**src/rtl/j1850_err_pkg.sv**
```systemverilog
package j1850_err_pkg;
  localparam logic [7:0] VEC_NONE = 8'h00;
  localparam logic [7:0] VEC_LOA  = 8'h14;
  localparam logic [7:0] VEC_CRC  = 8'h18;
  localparam logic [7:0] VEC_INV  = 8'h1C;
  localparam logic [7:0] CRC_POLY = 8'h1D;
  localparam logic [7:0] CRC_INIT = 8'hFF;
  localparam logic [7:0] CRC_GOOD = 8'hC4;

  // pending-bit index: higher index = higher priority
  localparam int unsigned NCODE = 3;
  localparam int unsigned IDX_CRC = 0;
  localparam int unsigned IDX_INV = 1;
  localparam int unsigned IDX_LOA = 2;

  typedef enum logic [1:0] {ST_RUN, ST_WAIT_IDLE, ST_WAIT_SOF} hunt_st_e;

  function automatic logic [7:0] crc8_step(input logic [7:0] crc, input logic [7:0] d);
    logic [7:0] c;
    c = crc;
    for (int i = 7; i >= 0; i--) begin
      if (c[7] ^ d[i]) c = (c << 1) ^ CRC_POLY;
      else             c = c << 1;
    end
    return c;
  endfunction
endpackage

```
**src/rtl/j1850_crc8.sv**
```systemverilog
module j1850_crc8
  import j1850_err_pkg::*;
#(
  parameter int unsigned W = 8
) (
  input  logic         clk_i,
  input  logic         rst_ni,
  input  logic         init_i,
  input  logic         en_i,
  input  logic [W-1:0] data_i,
  output logic [W-1:0] crc_o
);
  logic [W-1:0] crc_q;

  always_ff @(posedge clk_i or negedge rst_ni) begin
    if (!rst_ni)     crc_q <= CRC_INIT;
    else if (init_i) crc_q <= CRC_INIT;
    else if (en_i)   crc_q <= crc8_step(crc_q, data_i);
  end

  assign crc_o = crc_q;
endmodule

```
**src/rtl/j1850_vec_queue.sv**
```systemverilog
module j1850_vec_queue
  import j1850_err_pkg::*;
#(
  parameter int unsigned DEPTH = 2
) (
  input  logic             clk_i,
  input  logic             rst_ni,
  input  logic [NCODE-1:0] push_i,
  input  logic             pop_i,
  output logic [7:0]       head_o,
  output logic             busy_o
);
  logic [NCODE-1:0] pend_q, pend_d, top_oh, merged;
  int unsigned cnt;

  always_comb begin
    top_oh = '0;
    head_o = VEC_NONE;
    if (pend_q[IDX_LOA]) begin
      top_oh[IDX_LOA] = 1'b1; head_o = VEC_LOA;
    end else if (pend_q[IDX_INV]) begin
      top_oh[IDX_INV] = 1'b1; head_o = VEC_INV;
    end else if (pend_q[IDX_CRC]) begin
      top_oh[IDX_CRC] = 1'b1; head_o = VEC_CRC;
    end
  end

  always_comb begin
    merged = (pend_q & ~(pop_i ? top_oh : '0)) | push_i;
    pend_d = merged;
    cnt    = $countones(merged);
    // overflow: drop lowest-priority entries
    for (int i = 0; i < NCODE; i++) begin
      if (cnt > DEPTH && pend_d[i]) begin
        pend_d[i] = 1'b0;
        cnt       = cnt - 1;
      end
    end
  end

  always_ff @(posedge clk_i or negedge rst_ni) begin
    if (!rst_ni) pend_q <= '0;
    else         pend_q <= pend_d;
  end

  assign busy_o = |pend_q;
endmodule

```
**src/rtl/j1850_hunt_fsm.sv**
```systemverilog
module j1850_hunt_fsm
  import j1850_err_pkg::*;
(
  input  logic clk_i,
  input  logic rst_ni,
  input  logic brk_i,
  input  logic bus_dom_i,
  input  logic sof_i,
  output logic hunt_o
);
  hunt_st_e st_q, st_d;

  always_comb begin
    st_d = st_q;
    unique case (st_q)
      ST_RUN:       if (brk_i) st_d = ST_WAIT_IDLE;
      ST_WAIT_IDLE: if (!brk_i && !bus_dom_i) st_d = ST_WAIT_SOF;
      ST_WAIT_SOF:  if (brk_i) st_d = ST_WAIT_IDLE;
                    else if (sof_i) st_d = ST_RUN;
      default:      st_d = ST_RUN;
    endcase
  end

  always_ff @(posedge clk_i or negedge rst_ni) begin
    if (!rst_ni) st_q <= ST_RUN;
    else         st_q <= st_d;
  end

  assign hunt_o = (st_q != ST_RUN);
endmodule

```
**src/rtl/j1850_err_vector.sv**
```systemverilog
module j1850_err_vector
  import j1850_err_pkg::*;
#(
  parameter int unsigned QDEPTH      = 2,
  parameter int unsigned SOF_CHK_CYC = 8
) (
  input  logic       clk_i,
  input  logic       rst_ni,
  input  logic       sym_sof_i,
  input  logic       sym_eod_i,
  input  logic       sym_eof_i,
  input  logic       sym_brk_i,
  input  logic       sym_bad_i,
  input  logic       sym_act_i,
  input  logic       byte_edge_i,
  input  logic [7:0] rx_data_i,
  input  logic       rx_valid_i,
  input  logic       tx_active_i,
  input  logic       tx_eod_i,
  input  logic       tx_sof_i,
  input  logic       tx_cmd_i,
  input  logic       bus_dom_i,
  input  logic       vec_rd_i,
  output logic [7:0] vec_o,
  output logic       irq_o,
  output logic       tx_abort_o,
  output logic       tx_inhibit_o,
  output logic       hunt_o
);
  localparam int unsigned CW = (SOF_CHK_CYC > 1) ? $clog2(SOF_CHK_CYC) : 1;
  localparam logic [CW-1:0] CNT_LAST = CW'(SOF_CHK_CYC - 1);

  logic             hunting, live;
  logic [7:0]       crc;
  logic [NCODE-1:0] push;
  logic             frame_err, crc_err, stuck_low, abort_q;
  logic [CW-1:0]    lo_cnt_q;

  j1850_hunt_fsm i_hunt (
    .clk_i, .rst_ni,
    .brk_i     (sym_brk_i),
    .bus_dom_i (bus_dom_i),
    .sof_i     (sym_sof_i),
    .hunt_o    (hunting)
  );

  assign live = !hunting;

  j1850_crc8 #(.W(8)) i_crc (
    .clk_i, .rst_ni,
    .init_i (sym_sof_i),
    .en_i   (rx_valid_i && live),
    .data_i (rx_data_i),
    .crc_o  (crc)
  );

  // SOF driven but bus never goes active
  always_ff @(posedge clk_i or negedge rst_ni) begin
    if (!rst_ni) begin
      lo_cnt_q <= '0;
      abort_q  <= 1'b0;
    end else begin
      if (tx_sof_i && !bus_dom_i && !abort_q) begin
        if (lo_cnt_q != CNT_LAST) lo_cnt_q <= lo_cnt_q + 1'b1;
      end else begin
        lo_cnt_q <= '0;
      end
      if (tx_cmd_i)       abort_q <= 1'b0;
      else if (stuck_low) abort_q <= 1'b1;
    end
  end

  assign stuck_low = tx_sof_i && !bus_dom_i && !abort_q && (lo_cnt_q == CNT_LAST);

  assign frame_err = live && (((sym_eod_i || sym_eof_i) && !byte_edge_i)
                              || (sym_act_i && tx_eod_i)
                              || sym_bad_i);
  assign crc_err   = live && sym_eod_i && byte_edge_i && (crc != CRC_GOOD);

  always_comb begin
    push          = '0;
    push[IDX_LOA] = live && sym_bad_i && tx_active_i;
    push[IDX_INV] = frame_err || sym_brk_i || stuck_low;
    push[IDX_CRC] = crc_err;
  end

  j1850_vec_queue #(.DEPTH(QDEPTH)) i_queue (
    .clk_i, .rst_ni,
    .push_i (push),
    .pop_i  (vec_rd_i),
    .head_o (vec_o),
    .busy_o (irq_o)
  );

  assign tx_abort_o   = abort_q;
  assign tx_inhibit_o = bus_dom_i || abort_q;
  assign hunt_o       = hunting;
endmodule

```
**config.mk**
```make
export PLATFORM = sky130hd
export DESIGN_NAME = j1850_err_vector
export DESIGN_NICKNAME = d
export VERILOG_FILES = /design/src/rtl/j1850_err_pkg.sv /design/src/rtl/j1850_crc8.sv /design/src/rtl/j1850_vec_queue.sv /design/src/rtl/j1850_hunt_fsm.sv /design/src/rtl/j1850_err_vector.sv
export SDC_FILE = /design/constraint.sdc
export NUM_CORES = 1
export LEC_CHECK = 0
export BUFFER_PORTS_ARGS = -buffer_cell sky130_fd_sc_hd__buf_2
export CORE_MARGIN = 2
export CORE_UTILIZATION = 35
export DETAILED_ROUTE_END_ITERATION = 7
export SLEW_MARGIN = 10
export SYNTH_ARGS = -nofsm -noshare
export SYNTH_HDL_FRONTEND = slang
export SYNTH_SLANG_ARGS = --single-unit
```
**constraint.sdc**
```tcl
create_clock -name clk_i -period 5.3 [get_ports clk_i]
set_input_delay 0.53 -clock clk_i [delete_from_list [all_inputs] [get_ports clk_i]]
set_output_delay 0.53 -clock clk_i [all_outputs]
set_load 0.02 [all_outputs]
```
# Word level (Yosys, flattened, before mapping)
# Index checks and enable logic that the tools add are counted.
[totals]
ff_bits = 17
input_bits = 24
out_inout_bits = 12
elab_cells = 121
[classes]
addsub = 5
n_lt_le_gt_ge = 3
n_eq_ne = 9
mux = 47
bitwise = 19
reduce_logical = 33
[ops]
columns = ["op", "n"]
rows = [
  ["8-bit 2-to-1 mux", 18],
  ["32-bit by 2-bit greater-than comparator with 1-bit output (second input constant)", 3],
  ["32-bit 2-to-1 mux", 2],
  ["32-bit by 1-bit subtractor with 32-bit output (second input constant)", 2],
  ["5-bit 2-to-1 mux", 9],
  ["32-bit by 1-bit adder with 32-bit output", 1],
  ["4-bit NOT", 8],
  ["1-bit logical AND", 16],
  ["2-bit 2-to-1 mux", 5],
  ["1-bit 2-to-1 mux", 9],
  ["3-bit 2-to-1 mux", 3],
  ["8-bit != test (second input constant)", 1],
  ["1-bit bitwise XOR", 8],
  ["1-bit logical OR", 6],
  ["3-bit != test (second input constant)", 2],
  ["2-bit one-hot mux with 3 select lines", 1],
  ["2-bit nonzero test", 3],
  ["1-bit zero test", 5],
  ["2-bit != test (second input constant)", 2],
  ["3-bit by 1-bit adder with 3-bit output (second input constant)", 1],
  ["3-bit bitwise AND", 1],
  ["3-bit equality test (second input constant)", 1],
  ["3-bit NOT", 1],
  ["3-bit bitwise OR", 1],
  ["7 further kinds", 7],
]

# Longest topological paths before layout
# Gate-level depths: netlist (run 1).
[depth]
depth_word = 33
mapped_depth = 14
ltp_nobuf = 13

# Hierarchy
# A second synthesis (run 1) with hierarchy kept.
[unflattened]
cells_unflattened = 125
hier_area_um2 = 1268.7
[by_module_without_submodules]
columns = ["mod", "instances", "cells_each", "area_each_um2", "seq_area_each_um2"]
rows = [
  ["j1850_crc8", 1, 55, 620.6, 210.2],
  ["j1850_vec_queue", 1, 30, 289.0, 75.1],
  ["j1850_err_vector", 1, 32, 270.3, 100.1],
  ["j1850_hunt_fsm", 1, 8, 88.8, 50.0],
]

# Worst setup path before layout (run 1)
# No wires, ideal clock.
[synth_path]
kind = "reg2reg"
from = "register i_crc.crc_q[2] (netlist: i_crc.crc_o[2])"
to = "register i_queue.pend_q[1]"
setup_time_ps = 66
t_arrival_ps = 2701
t_required_ps = 5234
slack_ps = 2533
path_stages_with_launch = 10
path_buffers = 0
synth_period_minus_slack_ps = 2767
path_cell_list = "dfstp_2 or4b_1 o2111ai_1 nand2_1 fa_1 inv_1 fa_1 a21oi_1 mux2i_1 and2_1"
[synth_via]
elab_chain_len = 11
elab_cells_between_ends = 12
classes_between = "add/sub: 3; order compare: 2; eq/ne: 1; mux: 2; bitwise: 1; reduce/logical: 3"
[synth_lines]
columns = ["element", "line_no", "rtl"]
rows = [
  ["start, declared", "j1850_crc8.sv:13", "logic [W-1:0] crc_q;"],
  ["start signal, assigned", "j1850_crc8.sv:18", "else if (en_i) crc_q <= crc8_step(crc_q, data_i);"],
  ["8-bit != test (*)", "j1850_err_vector.sv:78", "assign crc_err = live && sym_eod_i && byte_edge_i && (crc != CRC_GOOD);"],
  ["1-bit logical AND (*)", "j1850_err_vector.sv:78", ""],
  ["3-bit bitwise OR (*)", "j1850_vec_queue.sv:29", "merged = (pend_q & ~(pop_i ? top_oh : '0)) | push_i;"],
  ["1-bit by 1-bit adder with 2-bit output (implied by the code)", "j1850_vec_queue.sv:31", "cnt = $countones(merged);"],
  ["32-bit by 1-bit adder with 32-bit output (implied by the code)", "j1850_vec_queue.sv:31", ""],
  ["32-bit by 2-bit greater-than comparator with 1-bit output", "j1850_vec_queue.sv:34", "if (cnt > DEPTH && pend_d[i]) begin"],
  ["1-bit logical AND", "j1850_vec_queue.sv:34", ""],
  ["32-bit 2-to-1 mux (*)", "j1850_vec_queue.sv:34", ""],
  ["32-bit by 2-bit greater-than comparator with 1-bit output (*)", "j1850_vec_queue.sv:34", ""],
  ["1-bit logical AND (*)", "j1850_vec_queue.sv:34", ""],
  ["1-bit 2-to-1 mux (*)", "j1850_vec_queue.sv:34", ""],
  ["net i_queue.pend_d[1]", "j1850_vec_queue.sv:13", "logic [NCODE-1:0] pend_q, pend_d, top_oh, merged;"],
  ["end signal, assigned", "j1850_vec_queue.sv:43", "else pend_q <= pend_d;"],
  ["end, declared", "j1850_vec_queue.sv:13", ""],
]
# Mark *: on every way through the listed nets, which the timed path passes. The rest lies on a longest branch.
# A chain may end at the register's enable or synchronous reset.

# Worst setup path after layout (run 1)
# Ends and elaborated chain as after synthesis.

==> impl_metrics.csv, run 1 <==
group,metric,value,unit
timing,hold_viol,0,
drt,route.met3.wl,135,µm
placed_design,gp_congestion,0.7794,
finish,nets,194,
logic_synthesis,synth_area,1277,µm²
logic_synthesis,seq_area_frac_synth,0.3408,
setup_path,reg2reg_from,"i_crc.crc_o[2]$_DFFE_PN1P_",
drt,vias,989,
placed_design,dp_cells,202,
die,rows,21,
setup_path,cp.arrival,3.17,ns
logic_synthesis,yosysWarnings,0,
placed_design,dpl_cell_area,1451,µm²
clock_network,cts_buffers,3,
die,die_h,64.42,µm
grt,grt_max_degree,18,
setup_path,r2r_slack,2.31,ns
placed_design,io_buffers,30,
clock_network,ctsHtreeMaxLevel,1,
setup_path,startpoint_type,"flop",
timing,setup_viol,0,
die,die_w,64.42,µm
timing,hold_ws,0.1358,ns
setup_path,timing.rr.end,"i_queue.pend_q[1]$_DFF_PN0_",
logic_synthesis,synth_edf_count,0,
setup_path,reg2reg_depth,10,
timing,max_freq,334.8,MHz
drt,vias_per_cell,4.801,
setup_path,crit_path_top_delay_cell,"dfstp_2",
clock_network,cts-root-buf,"clkbuf_4",
grt,grt_pass1_vias,1040,
clock_network,ctsHoldBuffers,0,
finish,layout_common_cells,"buf_2, xnor2_1, nor2_1",
timing,slew_viol_final,0,
timing,period_needed,2.987,ns
drt,routed.top_layer,"met4",
placed_design,preCtsSetupSlack,2.324,ns
flow_run,maxCapViolCount,0,
finish,utilization,0.4337,
logic_synthesis,avgSynthCellArea,9.827,µm²
finish,drive_gt1_frac,0.3000,
grt,antenna_found_initial,0,
clock_network,clockBufferDepth,2,
finish,finalNonFillerCells,206,
power,p_per_area,308.3,nW/µm²
finish,final_common_cell,"buf_2",
grt,grt.total_usage,0.1364,
logic_synthesis,ys_types,33,
clock_network,tritoncts,"built",
setup_path,crit_required,5.49,ns
setup_path,max_stage_delay,0.57,ns
drt,wl_met2,1.210,mm
timing,min_period_over_period,0.5636,
power,leakage,0.6596,nW
drt,drt_iter0_markers,30,
drt,drtAntennaViolNets,0,
drt,wirelength,2.478,mm
worst_hold_path,hp-class,"input port to asynchronous set/reset pin",
drt,dr.pass1.iters,6,
clock_network,post-cts-setup-buffers,0,
grt,grt_pass1_wl,4.478,mm
die,core,3416,µm²
placed_design,dp_hpwl,2.087,mm
logic_synthesis,synthFlopType,"dfrtp_1",
setup_path,crit_type,"flop to flop",
die,io_pins,36,
die,start_util,0.3740,
logic_synthesis,async_flop_share,1.000,
timing,skew,0.01078,ns
drt,wl_per_cell,12.03,µm
logic_synthesis,synth_seq_cells,17,
clock_network,clkTransAtPathRegs,0.11,ns
drt,wl_met1,1.096,mm
setup_path,worstPathMaxFanout,4,
grt,gr-total-overflow,0,
clock_network,clock_sinks,17,
timing,setup_tns,0,ns
setup_path,endpoint_kind,"flop",
power,ir_drop,0.1206,mV
logic_synthesis,postSynthCellCount,130,
power,total_power,0.4567,mW
finish,fin_area,1481,µm²
clock_network,clock_latency,0.30,ns
setup_path,cpMostUsedCell,"ha_1",
finish,diodes,0,
timing,rsz0062_at_grt,"false",
timing,final.setup.worst_slack,2.313,ns
clock_network,cts_resized,0,
status,status,"finished clean",
drt,drc,0,
die,dieArea,4149,µm²
setup_path,worstPathCellList,"or4b_1 > o2111ai_1 > nand2_1 > fa_1 > inv_1 > ha_1 > ha_1 > o211ai_1 > mux2i_1 > and2_1",
finish,syn_to_final_growth,15.96,%
==> flip-flops by register name, summed over array words and instances (netlist names) <==
name            count
i_queue.pend_q      3
tx_abort_o          1
i_hunt.st_q         2
i_crc.crc_o         8
lo_cnt_q            3
==> routing by layer <==
metal	track usage	vias up
met5	0	-
met1	0.1711	467
met4	0.05585	0
li1	-	487
met3	0.01563	4
met2	0.2383	31
==> kinds of logic after synthesis <==
kind of cell / synth area share
AND/OR/NAND/NOR: 0.1381
XOR/XNOR: 0.2067
AO/OA/AOI/OAI: 0.1205
buffers and inverters: 0.06759
flip-flops: 0.3408
adder cells (fa/ha/maj): 0.09990
multiplexers: 0.02351
other: 0.002935
==> worst max-delay path by stage <==
stage	startpoint	endpoint	slack [ns]	depth (start not counted)
finish	i_crc.crc_o[2]$_DFFE_PN1P_	i_queue.pend_q[1]$_DFF_PN0_	2.31	10
global route	i_crc.crc_o[2]$_DFFE_PN1P_	i_queue.pend_q[1]$_DFF_PN0_	2.08	9
CTS	i_crc.crc_o[2]$_DFFE_PN1P_	i_queue.pend_q[1]$_DFF_PN0_	2.29	10
detailed placement	i_crc.crc_o[2]$_DFFE_PN1P_	i_queue.pend_q[1]$_DFF_PN0_	2.32	10
global placement	i_crc.crc_o[2]$_DFFE_PN1P_	i_queue.pend_q[1]$_DFF_PN0_	2.45	9
floorplan	i_crc.crc_o[2]$_DFFE_PN1P_	i_queue.pend_q[1]$_DFF_PN0_	2.53	9
==> power breakdown <==
part | total [mW] | internal, mW | switching, mW | leakage (nW)
sequential | 0.165 | 0.150 | 0.0154 | 0.200
combinational | 0.221 | 0.102 | 0.118 | 0.445
clock | 0.0709 | 0.0287 | 0.0421 | 0.0139
total | 0.457 | 0.281 | 0.176 | 0.660
==> worst max-delay path: cells and delay by family (launching register included) <==
family	cells	cell delay, ns
muxes	1	0.09
DFF	1	0.57
and+or+nand+nor	3	0.75
buffers and inverters	1	0.07
AOI/OAI and AO/OA	2	0.35
adders and majority gates	3	1.03
==> cell type report <==
cell class | count | area, µm²
Fill cell | 359 | 1934
Multi-Input combinational cell | 99 | 770.7
Sequential cell | 17 | 435.4
Timing Repair Buffer | 30 | 150.1
Tap cell | 46 | 57.56
Inverter | 10 | 37.54
Clock buffer | 3 | 22.52
Clock inverter | 1 | 7.507
==> synthesized netlist by cell type, types with 2 or more instances <==
master	number	area, µm²
a21oi_1	4	20.02
o21a_1	2	15.01
o21ai_0	3	15.01
nand2_1	4	15.01
ha_1	7	87.58
mux2i_1	3	30.03
fa_1	2	40.04
nor2_1	18	67.56
inv_1	10	37.54
a211o_1	5	43.79
dfrtp_1	9	225.2
xnor2_2	3	48.80
dfstp_2	8	210.2
xor2_1	2	17.52
nor3_1	2	10.01
or3_1	4	25.02
a32o_1	2	20.02
clkbuf_1	3	11.26
xnor2_1	20	175.2
buf_4	5	37.54
and2_1	2	12.51
No activity file was read; power rests on OpenSTA's default activity.
==> run 2: changes to the inputs <==
==> constraint.sdc (replaced) <==
create_clock -name clk_i -period 2.44 [get_ports clk_i]
set_input_delay 0.244 -clock clk_i [delete_from_list [all_inputs] [get_ports clk_i]]
set_output_delay 0.244 -clock clk_i [all_outputs]
set_load 0.02 [all_outputs]
==> run 2 against run 1 <==
Net effect:
- the run now ends with setup timing left
- sequential power up 110%
- sequential share of layout area down 3.0 points
- global-route usage up 0.68 points
- largest cell class unchanged
- highest routed layer unchanged
==> impl_metrics.csv, run 2 (synthesis results as in run 1) <==
group,metric,value,unit
status,status,"finished with violations",
status,violations,"setup timing",
finish,diodes,0,
finish,layout_common_cells,"buf_2, xnor2_1, nor2_1",
timing,relSlewSlack,0.6682,
timing,final.setup.worst_slack,-0.3514,ns
setup_path,timing.rr.end,"i_queue.pend_q[1]$_DFF_PN0_",
power,ir_drop,0.4488,mV
worst_hold_path,min-delay-start,"tx_cmd_i",
power,leakage,0.7338,nW
grt,grt.total_usage,0.1432,
clock_network,clockBufferDepth,2,
placed_design,dpl_cell_area,1577,µm²
timing,max_freq,358.2,MHz
drt,routed.top_layer,"met4",
setup_path,endpoint_kind,"flop",
clock_network,clock_sinks,17,
timing,hold_ws,0.1016,ns
timing,tightest_slew,0.4965,ns
setup_path,worstPathMaxFanout,3,
setup_path,crit_required,2.67,ns
placed_design,preCtsSetupSlack,-0.3352,ns
power,p_switching,0.4138,mW
clock_network,clkTransAtPathRegs,0.10,ns
power,clkPwrFrac,0.134,
power,p_int,0.6851,mW
die,die_h,64.42,µm
finish,n_fill_cell,328,
die,rows,21,
drt,vias,1031,
worst_hold_path,worstHoldEndpoint,"tx_abort_o$_DFFE_PN0P_",
clock_network,ctsHtreeMaxLevel,1,
drt,wl_met1,1.271,mm
timing,skew,0.006770,ns
finish,final_common_cell,"buf_2",
timing,period_needed,2.791,ns
grt,grt_pass1_wl,4.678,mm
grt,grt_max_degree,18,
finish,nets,210,
finish,utilization,0.4832,
die,die_w,64.42,µm
setup_path,reg2reg_from,"i_crc.crc_o[2]$_DFFE_PN1P_",
clock_network,cts-root-buf,"clkbuf_4",
timing,min_period_over_period,1.144,
drt,drtAntennaViolNets,0,
die,core,3416,µm²
timing,rsz0062_at_grt,"true",
power,p_per_area,665.9,nW/µm²
drt,wl_per_cell,12.28,µm
finish,fin_area,1650,µm²
power,combinationalPowerShare,0.549,
clock_network,tritoncts,"built",
power,power_frac_seq,0.317,
finish,finalNonFillerCells,222,
flow_run,maxCapViolCount,0,
placed_design,dp_hpwl,2.261,mm
clock_network,cts_buffers,3,
worst_hold_path,hp-class,"input port to flop",
drt,drc,0,
worst_hold_path,min_path_cells,2,
placed_design,dp_cells,215,
setup_path,cp.arrival,3.02,ns
power,power.share.switching,0.3765,
clock_network,clock_latency,0.29,ns
drt,route.met3.wl,140,µm
timing,setup_tns,-0.5466,ns
grt,antenna_found_initial,0,
drt,vias_per_cell,4.644,
setup_path,startpoint_type,"flop",
timing,setup_viol,2,
drt,dr.pass1.iters,4,
setup_path,reg2reg_depth,9,
finish,seq_area,435.4,µm²
setup_path,r2r_slack,-0.35,ns
die,io_pins,36,
grt,gr-total-overflow,0,
setup_path,crit_type,"flop to flop",
power,total_power,1.099,mW
placed_design,io_buffers,30,
grt,grt_pass1_vias,1069,
timing,hold_viol,0,
timing,slew_viol_final,0,
drt,wl_met2,1.294,mm
die,start_util,0.3740,
finish,syn_to_final_growth,29.19,%
setup_path,crit_path_start,"i_crc.crc_o[2]$_DFFE_PN1P_",
drt,wirelength,2.726,mm
finish,largest_register_ffs,8,
drt,drt_iter0_markers,14,
finish,drive_gt1_frac,0.4091,
die,dieArea,4149,µm²
finish,multi_input_area,820.8,µm²
placed_design,gp_congestion,0.7841,
run 2: worst max-delay path by stage:
stage	endpoint	cells past startpoint
detailed placement	i_queue.pend_q[1]$_DFF_PN0_	9
CTS	i_queue.pend_q[1]$_DFF_PN0_	9
floorplan	i_queue.pend_q[1]$_DFF_PN0_	9
global route	i_queue.pend_q[1]$_DFF_PN0_	9
finish	i_queue.pend_q[1]$_DFF_PN0_	9
global placement	i_queue.pend_q[1]$_DFF_PN0_	9
run 2: worst max-delay path, cell delays in order, from the launching register on:
cell and delay, ns:
dfstp_2 0.54, or4b_4 0.47, o2111ai_4 0.21, nand2_2 0.10
fa_1 0.54, inv_2 0.06, fa_2 0.34, a21oi_2 0.14
mux2i_1 0.19, and2_1 0.13
run 2: power by group through the flow:
| stage | combinational, mW | sequential, mW | clock, mW |
|---|---|---|---|
| floorplan | 0.401 | 0.355 | 0 |
| global placement | 0.543 | 0.354 | 0 |
| detailed placement | 0.563 | 0.354 | 0 |
| CTS | 0.572 | 0.350 | 0.154 |
| global route | 0.671 | 0.356 | 0.171 |
| finish | 0.603 | 0.349 | 0.147 |
run 2: what timing repair did:
item	in CTS	in global routing
hold buffers	1	0
setup buffers	0	2
hold endpoints to repair	9	0
endpoints found under the setup margin	2	2
cloned	0	0
resized for setup	2	3
run 2: layout make-up:
| cell class | instances | share of cell area |
|---|---|---|
| clock buffer | 4 | 0.01592 |
| inverter | 10 | 0.02274 |
| multi-input combinational | 99 | 0.4973 |
| sequential | 17 | 0.2638 |
| tap | 46 | 0.03487 |
| timing repair buffer | 46 | 0.1653 |
run 2: routing by layer:
| layer | up-vias | global-route usage |
|---|---|---|
| met5 | - | 0 |
| met4 | 0 | 0.03989 |
| met3 | 4 | 0.02257 |
| met2 | 35 | 0.2552 |
| met1 | 475 | 0.1792 |
| li1 | 517 | - |
